## src/rtl/kick_lock_pkg.sv

```systemverilog
// Package: shared constants and types for the key-guarded register window.
// Assumes byte addressing with word-aligned accesses.
package kick_lock_pkg;
    localparam int unsigned ADDR_W = 16;
    localparam int unsigned DATA_W = 32;
    localparam int unsigned NUM_SCRATCH = 4;

    localparam logic [ADDR_W-1:0] UNLK0_ADDR = 16'h1008;
    localparam logic [ADDR_W-1:0] UNLK1_ADDR = 16'h100C;
    localparam logic [ADDR_W-1:0] WIN_LO     = 16'h8000;
    localparam logic [ADDR_W-1:0] WIN_HI     = 16'h9FFF;
    localparam logic [ADDR_W-1:0] PAD_ADDR   = 16'h8100;
    localparam logic [ADDR_W-1:0] CSEL_ADDR  = 16'h8200;
    localparam logic [ADDR_W-1:0] SCR_BASE   = 16'h8300;

    localparam logic [DATA_W-1:0] KEY_A = 32'h68EF3490;
    localparam logic [DATA_W-1:0] KEY_B = 32'hD172BC5A;

    localparam int unsigned PAD_BIT  = 24;
    localparam int unsigned OE_BIT   = 8;
    localparam int unsigned SRC_W    = 2;
    localparam logic [DATA_W-1:0] CSEL_MASK = 32'h0000_0103;

    typedef enum logic [1:0] {
        GUARD_SHUT  = 2'd0,
        GUARD_HALF  = 2'd1,
        GUARD_OPEN  = 2'd2
    } guard_state_t;
endpackage

```

## src/rtl/kick_guard_fsm.sv

```systemverilog
// Module: guard state machine for the register window.
// Tracks the two-key unlock sequence and drops back to shut on any other
// value written to an unlock register. Assumes at most one write per cycle.
module kick_guard_fsm
    import kick_lock_pkg::*;
#(
    parameter int unsigned DW = DATA_W,
    parameter logic [DW-1:0] KEY_FIRST  = KEY_A,
    parameter logic [DW-1:0] KEY_SECOND = KEY_B
) (
    input  logic          clk,
    input  logic          rst_n,
    input  logic          wr_first,
    input  logic          wr_second,
    input  logic [DW-1:0] wdata,
    output logic          is_open
);
    guard_state_t state_q, state_d;
    logic first_ok, second_ok;

    // Key comparisons against the fixed values
    always_comb begin
        first_ok  = (wdata == KEY_FIRST);
        second_ok = (wdata == KEY_SECOND);
    end

    // Next-state decode of the unlock sequence
    always_comb begin
        state_d = state_q;
        unique case (state_q)
            GUARD_SHUT: begin
                if (wr_first && first_ok) state_d = GUARD_HALF;
            end
            GUARD_HALF: begin
                if (wr_second && second_ok)      state_d = GUARD_OPEN;
                else if (wr_first && first_ok)   state_d = GUARD_HALF;
                else if (wr_first || wr_second)  state_d = GUARD_SHUT;
            end
            GUARD_OPEN: begin
                if ((wr_first && !first_ok) || (wr_second && !second_ok))
                    state_d = GUARD_SHUT;
            end
            default: state_d = GUARD_SHUT;
        endcase
    end

    // State register with synchronous reset to shut
    always_ff @(posedge clk) begin
        if (!rst_n) state_q <= GUARD_SHUT;
        else        state_q <= state_d;
    end

    assign is_open = (state_q == GUARD_OPEN);
endmodule

```

## src/rtl/guarded_regfile.sv

```systemverilog
// Module: registers inside the guarded window.
// Holds the pad word, the masked clock-select word and a scratch array.
// Assumes the caller has already gated wr_en with the guard state.
module guarded_regfile
    import kick_lock_pkg::*;
#(
    parameter int unsigned AW = ADDR_W,
    parameter int unsigned DW = DATA_W,
    parameter int unsigned NSCR = NUM_SCRATCH,
    parameter logic [DW-1:0] WMASK_CSEL = CSEL_MASK
) (
    input  logic          clk,
    input  logic          rst_n,
    input  logic          wr_en,
    input  logic [AW-1:0] addr,
    input  logic [DW-1:0] wdata,
    output logic          rd_hit,
    output logic [DW-1:0] rd_val,
    output logic [DW-1:0] pad_q,
    output logic [DW-1:0] csel_q
);
    localparam int unsigned STEP = DW / 8;

    logic [DW-1:0] scr_q [NSCR];
    logic [NSCR-1:0] scr_sel;
    logic pad_sel, csel_sel;

    // Address decode of every register in the window
    always_comb begin
        pad_sel  = (addr == PAD_ADDR);
        csel_sel = (addr == CSEL_ADDR);
    end

    genvar g;
    generate
        for (g = 0; g < NSCR; g++) begin : g_scr
            // Decode and storage of one scratch word
            assign scr_sel[g] = (addr == AW'(SCR_BASE + AW'(g * STEP)));
            always_ff @(posedge clk) begin
                if (!rst_n)                  scr_q[g] <= '0;
                else if (wr_en && scr_sel[g]) scr_q[g] <= wdata;
            end
        end
    endgenerate

    // Pad word, fully writable
    always_ff @(posedge clk) begin
        if (!rst_n)                pad_q <= '0;
        else if (wr_en && pad_sel) pad_q <= wdata;
    end

    // Clock-select word, read-modify-write of the masked fields only
    always_ff @(posedge clk) begin
        if (!rst_n)                 csel_q <= '0;
        else if (wr_en && csel_sel) csel_q <= (csel_q & ~WMASK_CSEL) | (wdata & WMASK_CSEL);
    end

    // Read multiplexer over the window
    always_comb begin
        rd_hit = pad_sel | csel_sel | (|scr_sel);
        rd_val = '0;
        if (pad_sel)  rd_val = pad_q;
        if (csel_sel) rd_val = csel_q;
        for (int i = 0; i < NSCR; i++) begin
            if (scr_sel[i]) rd_val = scr_q[i];
        end
    end
endmodule

```

## src/rtl/kick_lock_regbank.sv

```systemverilog
// Module: top of the key-guarded control register window.
// Decodes the bus, gates window writes with the guard state, registers
// read data and exports the pad and clock-select fields.
// Assumes single-cycle accesses and at most one write per cycle.
module kick_lock_regbank
    import kick_lock_pkg::*;
(
    input  logic              clk,
    input  logic              rst_n,
    input  logic [ADDR_W-1:0] bus_addr,
    input  logic [DATA_W-1:0] bus_wdata,
    input  logic              bus_we,
    input  logic              bus_re,
    output logic [DATA_W-1:0] bus_rdata,
    output logic              pad_en,
    output logic              refclk_oe,
    output logic [SRC_W-1:0]  refclk_src,
    output logic              part_locked
);
    logic in_win, hit_k0, hit_k1, win_we, is_open;
    logic rf_hit;
    logic [DATA_W-1:0] rf_val, pad_q, csel_q, rd_next;

    // Bus address classification
    always_comb begin
        in_win = (bus_addr >= WIN_LO) && (bus_addr <= WIN_HI);
        hit_k0 = (bus_addr == UNLK0_ADDR);
        hit_k1 = (bus_addr == UNLK1_ADDR);
        win_we = bus_we && in_win && is_open;
    end

    kick_guard_fsm #(
        .DW(DATA_W), .KEY_FIRST(KEY_A), .KEY_SECOND(KEY_B)
    ) guard_i (
        .clk(clk), .rst_n(rst_n),
        .wr_first(bus_we && hit_k0), .wr_second(bus_we && hit_k1),
        .wdata(bus_wdata), .is_open(is_open)
    );

    guarded_regfile #(
        .AW(ADDR_W), .DW(DATA_W), .NSCR(NUM_SCRATCH), .WMASK_CSEL(CSEL_MASK)
    ) regs_i (
        .clk(clk), .rst_n(rst_n), .wr_en(win_we), .addr(bus_addr),
        .wdata(bus_wdata), .rd_hit(rf_hit), .rd_val(rf_val),
        .pad_q(pad_q), .csel_q(csel_q)
    );

    // Read data selection across unlock registers and the window
    always_comb begin
        rd_next = '0;
        if (hit_k0 || hit_k1)  rd_next = {{(DATA_W-1){1'b0}}, is_open};
        else if (in_win && rf_hit) rd_next = rf_val;
    end

    // Registered read data, loaded on a read strobe
    always_ff @(posedge clk) begin
        if (!rst_n)      bus_rdata <= '0;
        else if (bus_re) bus_rdata <= rd_next;
    end

    assign pad_en      = pad_q[PAD_BIT];
    assign refclk_oe   = csel_q[OE_BIT];
    assign refclk_src  = csel_q[SRC_W-1:0];
    assign part_locked = !is_open;
endmodule

```

## config.mk

```make
export PLATFORM = sky130hd
export DESIGN_NAME = kick_lock_regbank
export DESIGN_NICKNAME = d
export VERILOG_FILES = /design/src/rtl/kick_lock_pkg.sv /design/src/rtl/kick_guard_fsm.sv /design/src/rtl/guarded_regfile.sv /design/src/rtl/kick_lock_regbank.sv
export SDC_FILE = /design/constraint.sdc
export NUM_CORES = 1
export LEC_CHECK = 0
export ABC_AREA = 1
export ABC_CLOCK_PERIOD_IN_PS = 11600
export CORE_MARGIN = 2
export CORE_UTILIZATION = 57
export CTS_CLUSTER_DIAMETER = 50
export DETAILED_ROUTE_END_ITERATION = 8
export PLACE_DENSITY = 0.76
export SYNTH_ARGS = -nofsm -noshare
export SYNTH_HDL_FRONTEND = slang
export SYNTH_SLANG_ARGS = --single-unit
```

## constraint.sdc

```tcl
create_clock -name clk -period 11.6 [get_ports clk]
set_input_delay 1.74 -clock clk [delete_from_list [all_inputs] [get_ports clk]]
set_output_delay 1.74 -clock clk [all_outputs]
set_load 0.005 [all_outputs]
```

**Word level (Yosys, flattened, before mapping)**

Memory sizes are Yosys's and may differ from the RTL's.
Cells that the tools add are included.

- Memory bits (writable): 128
- Flip-flop bits (word level): 98
- Memories kept: 1
- Input port bits: 52
- Word-level logic and storage cells: 85

- Magnitude comparators: 2
- Bitwise operators: 7
- Mux-type cells: 31
- Equality and inequality tests: 15
- Reductions and logical operators: 25

Memories:

| memory | words | width | read ports | clocked after memory_dff | wr ports | line | RTL |
|---|---|---|---|---|---|---|---|
| regs_i.scr_q | 4 | 32 | 4 | 0 | 4 | guarded_regfile.sv:24 | `logic [DW-1:0] scr_q [NSCR];` |

Operators with widths:

| kind | count |
|---|---|
| $mux 32 | 12 |
| $eq 16x16->1 const B | 6 |
| $eq 16x13->1 const B | 2 |
| $eq 32x31->1 const B | 1 |
| $eq 32x32->1 const B | 1 |
| $or 32x9->32 | 1 |
| $ge 16x16->1 const B | 1 |
| $le 16x16->1 const B | 1 |
| $logic_and 1x1->1 | 16 |
| $mux 1 | 13 |
| $mux 2 | 5 |
| $or 1x1->1 | 6 |
| $pmux 2 s3 | 1 |
| $ne 2x1->1 const B | 2 |
| $ne 4x1->1 const B | 1 |
| $reduce_or 4->1 | 1 |
| $logic_not 1->1 | 3 |
| $logic_or 1x1->1 | 3 |
| $reduce_and 3->1 | 1 |
| $eq 2x1->1 const B | 1 |
| $eq 2x2->1 const B | 1 |
| $logic_not 2->1 | 1 |

**Depth between registers and ports, before layout**

Gate-level depths: netlist (run 1).

- Depth in word-level cells: 9
- Depth in mapped cells: 14

**By module**

From an unflattened synthesis (run 1), not the netlist that was laid out.

- Cells, all modules: 1150
- Area total of the unflattened synthesis: 9481.6 µm²

Modules (own cells, without submodules):

| module | cells an instance | area an instance (µm²) | instances |
|---|---|---|---|
| guarded_regfile | 863 | 7667.4 | 1 |
| kick_lock_regbank | 175 | 1312.5 | 1 |
| kick_guard_fsm | 112 | 501.7 | 1 |

**Least setup slack after synthesis (run 1)**

No wires, ideal clock.

- Path kind: in2reg
- Start: in bus_addr[5]
- End: mem regs_i.scr_q[3][0] (netlist bit), enable pin
- Stages: 8
- Setup slack: 6.208 ns
- Arrival time: 4.927 ns
- Cell sequence: nor2_2 -> nand2_4 -> inv_2 -> nand2_2 -> nor2_8 -> nand2_2 -> clkbuf_1 -> o21ai_0

RTL lines:

| what | line | RTL |
|---|---|---|
| start, declared | kick_lock_regbank.sv:10 | `input logic [ADDR_W-1:0] bus_addr,` |
| end, declared | guarded_regfile.sv:24 |  |

==> results of run 1 <==
[cells by family after synthesis]
logic type,count (synthesis),synth area share [%]
flip-flops,197,55.3
AO/OA/AOI/OAI,83,4.61
AND/OR/NAND/NOR,754,33.3
buffers and inverters,159,6.79
[area by class of cell]
| cell class | count | area [sq um] | area share (%) |
|---|---|---|---|
| clock inverters | 14 | 150 | 1.36 |
| clock buffers | 18 | 429 | 3.89 |
| flip-flops and latches | 197 | 5230 | 47.4 |
| inverters | 97 | 364 | 3.30 |
| well taps | 220 | 275 | 2.49 |
| multi-input cells | 837 | 3620 | 32.8 |
| repair buffers | 100 | 971 | 8.80 |
[path summary, 6_finish.rpt]
check / to / slack [ns] / cells past startpoint
worst min register to register: regs_i.pad_q[30] / 0.46 / 2
worst max-delay path: regs_i.scr_q[0][20] / 5.96 / 8
worst max register to register: regs_i.scr_q[2][13] / 8.71 / 7
worst min-delay path: regs_i.pad_q[30] / 0.46 / 2
[sequential cells by signal (all words and copies together), names as in the netlist]
signal / count
regs_i.csel_q: 3
regs_i.pad_q: 32
regs_i.scr_q: 128
bus_rdata: 32
guard_i.state_q: 2
[metal layers]
layer / part of all wire [%] / up-vias
met2: 47 / 372
met3: 7.5 / 43
met5: 0 / -
li1: - / 3958
met1: 44 / 3834
met4: 2.1 / 0
[critical path: cells and delay by family]
family,cells,cell delay [ns]
buf+inv,1,0.42
simple gates,7,3.71
[metrics by stage]
step,util (%),cells
after floorplan,-,1193
after global placement,63.7,1451
after detailed placement,63.7,1451
after CTS,67.3,1483
after global routing,67.3,1483
final,67.3,1483
[power groups by stage]
stage / Sequential [mW] / Clock (mW) / Combinational [mW]
after floorplan: 0.788 / 0 / 0.0325
after global placement: 0.787 / 0 / 0.0730
after detailed placement: 0.788 / 0 / 0.0734
after CTS: 0.773 / 0.589 / 0.0738
after global routing: 0.774 / 0.617 / 0.0802
final: 0.773 / 0.591 / 0.0746
[layout by cell type, fill, tap and decap left out, types with 3 or more instances in the layout]
| cell | n |
|---|---|
| a21oi_1 | 69 |
| buf_4 | 12 |
| clkbuf_16 | 17 |
| clkdlybuf4s50_1 | 88 |
| clkinvlp_4 | 5 |
| dfxtp_1 | 69 |
| edfxtp_1 | 128 |
| inv_1 | 92 |
| inv_2 | 5 |
| inv_6 | 3 |
| nand2_1 | 299 |
| nand2_2 | 5 |
| nand3_1 | 56 |
| nand3_2 | 5 |
| nand4_1 | 49 |
| nor2_1 | 305 |
| nor2_2 | 8 |
| nor3_1 | 16 |
| o21ai_0 | 6 |
| o21ai_2 | 3 |
==> results.py, run 1 <==
metrics = {
    "die": {
        "io_pins": 89,
        "start_util_pct": 57.6,
        "core_area_sq_um": 16400,
        "die_area_sq_um": 17600,
        "die_w_microns": 133,
        "die_height_microns": 133,
        "rows": 47,
    },
    "worst_hold_path": {
        "min-delay-start": "regs_i.pad_q[30]",
        "hold_path.class": "reg -> reg",
    },
    "power": {
        "p_sw_share_pct": 22.9,
        "power_density_nw_per_um2": 130,
        "p_leak_nw": 4.52,
        "pwr-share-comb_pct": 5.2,
        "peakVddDrop_uv": 106,
        "p_sw_mw": 0.329,
        "power_frac_clock_pct": 41.1,
        "p_total_mw": 1.44,
        "cell_internal_pwr_mw": 1.11,
        "pwr-share-seq_pct": 53.7,
    },
    "timing": {
        "rsz0062_at_grt": "no",
        "post-route-period-util_pct": 48.6,
        "fmax_ghz": 0.177,
        "setup_slack_ns": 5.96,
        "finalMaxSlewViolations": 0,
        "holdWs_ns": 0.458,
        "fin_skew_ns": 0.00834,
        "tightest_slew_ns": 1.29,
        "relSlewSlack_pct": 13.9,
        "tns_ns": 0,
        "finalSetupViolations": 0,
        "final-hold-violation-count": 0,
        "min_period_ns": 5.64,
    },
    "setup_path": {
        "cp_slowest_stage_delay_ns": 1.23,
        "critPathArrivalTime_ns": 5.89,
        "setup.worst_path.class": "in -> reg",
        "worstPathMaxFanout": 41,
        "crit_slowest_cell": "nand3_1",
        "path_cells": "clkdlybuf4s50_1 > nor2_1 > nand2_1 > nor2_4 > nand2_2 > nor2_2 > nand3_1 > nor2_1",
        "worst_setup_path_start_kind": "primary input",
        "r2r_start": "guard_i.state_q[1]",
        "startpoint": "bus_addr[1]",
        "end_kind": "flop",
        "cpMostUsedCell": "nor2_1",
        "required_ns": 11.85,
    },
    "final_layout": {
        "finalInstanceArea_sq_um": 11000,
        "synthToLayoutAreaGrowth_pct": 16.7,
        "n_antenna_cell": 0,
        "fillCellCount": 1368,
        "fin_nets": 1302,
        "drive_above_1_share_pct": 6.10,
    },
    "grt": {
        "grt_use_met2_pct": 45.9,
        "grt_pass1_wl_mm": 39.2,
        "grt_pass1_vias": 7470,
        "grt_util_all_layers_pct": 28.8,
        "grtUsageMet3_pct": 5.29,
        "grt_max_degree": 64,
        "grtUsageMet1_pct": 39.7,
        "antenna_found_initial": 0,
        "top_usage_layer": "met2",
        "grt_overflow_total": 0,
    },
    "flow_run": {
        "maxCapViolations": 0,
    },
    "place": {
        "numPortBuffers": 88,
        "routabilityCongestion": 0.893,
        "dpl-instance-area_sq_um": 10500,
        "dp_hpwl_mm": 15.4,
        "preCtsSetupSlack_ns": 5.60,
    },
    "detailed_routing": {
        "routed_wl_mm": 24.9,
        "ant_nets": 0,
        "drcViolationCount": 0,
        "vias": 8207,
        "first_pass_iters": 5,
        "vias_per_cell": 5.53,
        "drt_iter0_drc": 868,
        "wire_per_inst_microns": 16.8,
    },
    "synthesis": {
        "synth_cells": 1193,
        "netlist_top_cells_count": "308 x nor2_1, 299 x nand2_1, 128 x edfxtp_1, 92 x inv_1",
        "synthArstFlopShare_pct": 0,
        "syn_area_sq_um": 9450,
        "ys_types": 31,
        "synth_top_cell_area_share_pct": 40.7,
        "yosysSeqAreaShare_pct": 55.3,
        "ys.flop_type": "edfxtp_1",
        "synth_warnings": 0,
        "yosysTopAreaCell": "edfxtp_1",
        "synth_nets": 1245,
        "yosys-top-cells-area": "edfxtp_1 41%, dfxtp_1 15%, nor2_1 12%",
        "synth.avg_cell_area_sq_um": 7.92,
        "synth_edf_count": 128,
        "synth_most_common_cell": "nor2_1",
        "ys_seq_elements": 197,
    },
    "clock_tree": {
        "hold_buffers": 0,
        "postCtsResizedCells": 0,
        "htreeDepth": 4,
        "cts_max_path_buffers": 2,
        "numCtsBuffers": 17,
        "insertion_delay_ns": 0.44,
        "clock-sinks": 197,
        "clk_pin_slew_worst_paths_ns": 0.07,
        "root_buffer": "clkbuf_16",
        "cts_tree": "yes",
        "cts_setup_buffers": 0,
    },
    "status": {
        "status": "complete, no violations",
    },
}
(Power assumes the default switching activity.)
==> inputs of run 2 (changes only) <==
Settings changed: ABC_CLOCK_PERIOD_IN_PS 11600 to 5850.
Clock period 11.6 ns to 5.85 ns, I/O delays scaled along.
==> run 2 against run 1 <==
  * Core utilization is 0.72 points higher
  * Clock-buffer cell count increased by 1
  * Clock skew decreased by 0.00068 ns
  * Setup slack worse by 3.8 ns
  * Wire length is 5.1% higher
  * Via count grew 2.6%
  * Cell count grew 0.61%
  * Global-route usage up 1.5 points
  * Sequential share of layout area is 0.50 points lower
  * Critical path type unchanged
  * Largest power group unchanged
==> results.py, run 2 (synthesized netlist as in run 1, its figures left out) <==
metrics = {
    "final_layout": {
        "layout_commonest_cell": "nor2_1",
        "drive_above_1_share_pct": 6.84,
        "registers.top_by_ff_count": "regs_i.scr_q",
        "fin_nets": 1311,
        "largest_reg_flops": 128,
        "reg.largest.list": "regs_i.scr_q (128), bus_rdata (32), regs_i.pad_q (32)",
        "layout_common_cells": "305 x nor2_1, 299 x nand2_1, 128 x edfxtp_1",
        "fillCellCount": 1378,
        "synthToLayoutAreaGrowth_pct": 18.0,
        "final_cells": 1492,
        "n_antenna_cell": 0,
    },
    "detailed_routing": {
        "drt_iter0_drc": 931,
        "drcViolationCount": 0,
        "routed_wl_mm": 26.1,
        "wire_per_inst_microns": 17.5,
        "vias_per_cell": 5.64,
        "vias": 8421,
        "first_pass_iters": 8,
        "top_layer": "met4",
        "wl_met1_mm": 10.7,
        "wl_met3_mm": 2.30,
        "dr_wl_met2_mm": 12.3,
        "ant_nets": 0,
    },
    "clock_tree": {
        "clock-sinks": 197,
        "htreeDepth": 4,
        "cts_setup_buffers": 0,
        "clk_pin_slew_worst_paths_ns": 0.07,
        "hold_buffers": 0,
        "cts_max_path_buffers": 2,
        "cts_tree": "yes",
        "insertion_delay_ns": 0.44,
        "numCtsBuffers": 17,
        "root_buffer": "clkbuf_16",
        "postCtsResizedCells": 0,
    },
    "place": {
        "dp_cells": 1460,
        "routabilityCongestion": 0.867,
        "dp_hpwl_mm": 16.4,
        "numPortBuffers": 88,
        "preCtsSetupSlack_ns": 1.75,
    },
    "setup_path": {
        "critPathArrivalTime_ns": 3.85,
        "path_cells": "clkdlybuf4s50_1 > inv_1 > nand2_1 > nor2_2 > nand2_2 > nor2_8 > nand2_2 > o21ai_2 > buf_4",
        "end_kind": "flop",
        "cp_slowest_stage_delay_ns": 0.68,
        "worstPathMaxFanout": 32,
        "setup.worst_path.class": "in -> reg",
        "cpMostUsedCell": "nand2_2",
        "crit_slowest_cell": "nor2_2",
        "worst_setup_path_start_kind": "primary input",
        "required_ns": 5.97,
    },
    "power": {
        "p_leak_nw": 4.62,
        "p_total_mw": 2.93,
        "peakVddDrop_uv": 225,
        "power_density_nw_per_um2": 262,
    },
    "timing": {
        "fin_skew_ns": 0.00766,
        "finalMaxSlewViolations": 0,
        "min_period_ns": 3.74,
        "tightest_slew_ns": 0.903,
        "holdWs_ns": 0.464,
        "fmax_ghz": 0.268,
        "final-hold-violation-count": 0,
        "finalSetupViolations": 0,
        "relSlewSlack_pct": 39.5,
        "setup_slack_ns": 2.11,
        "tns_ns": 0,
        "rsz0062_at_grt": "no",
        "post-route-period-util_pct": 63.9,
    },
    "die": {
        "rows": 47,
        "die_height_microns": 133,
        "core_area_sq_um": 16400,
        "die_area_sq_um": 17600,
        "die_w_microns": 133,
        "io_pins": 89,
        "start_util_pct": 57.6,
    },
    "grt": {
        "grt_pass1_vias": 7891,
        "grt_pass1_wl_mm": 41.3,
        "grt_max_degree": 40,
        "grt_overflow_total": 0,
        "antenna_found_initial": 0,
        "grt_util_all_layers_pct": 30.3,
    },
    "status": {
        "status": "complete, no violations",
    },
    "worst_hold_path": {
        "hold_path.class": "reg -> reg",
    },
    "flow_run": {
        "maxCapViolations": 0,
    },
}
## run 2: area by class of cell
class / count / area, sq um / share of cell area, %
Clock buffer: 19 / 464 / 4.16
Clock inverter: 13 / 159 / 1.42
Inverter: 97 / 364 / 3.26
Multi-Input combinational cell: 837 / 3610 / 32.4
Sequential cell: 197 / 5230 / 46.8
Tap cell: 220 / 275 / 2.47
Timing Repair Buffer: 109 / 1050 / 9.42
## run 2: stage by stage
| step | cell area [sq um] | utilization, % |
|---|---|---|
| floorplan | 9450 | - |
| global placement | 10500 | 64.2 |
| detailed placement | 10500 | 64.2 |
| CTS | 11200 | 68.0 |
| global route | 11200 | 68.0 |
| finish | 11200 | 68.0 |
## run 2: critical path: cells and delay by family
kind	cells	cell delay (ns)
AOI/OAI and AO/OA	1	0.38
buffers and inverters	3	0.91
and+or+nand+nor	5	1.67
## run 2: per-layer routing
metal	global-route usage (%)	up-vias
met5	0	-
met4	12.5	0
met3	6.40	79
met2	49.1	445
met1	39.8	3914
li1	-	3983
## run 2: path summary, 6_finish.rpt
check | start | to | slack (ns) | depth (start not counted)
max | bus_addr[12] | regs_i.scr_q[1][4] | 2.11 | 9
min | bus_rdata[24] | bus_rdata[24] | 0.46 | 2
max reg2reg | guard_i.state_q[1] | regs_i.scr_q[2][11] | 3.10 | 7
min reg2reg | bus_rdata[24] | bus_rdata[24] | 0.46 | 2
## run 2: where the power goes
part | leakage, nW | internal (mW) | switching, mW
sequential | 1.77 | 1.52 | 0.0133
combinational | 2.53 | 0.0494 | 0.103
clock | 0.311 | 0.683 | 0.557
total | 4.62 | 2.25 | 0.673
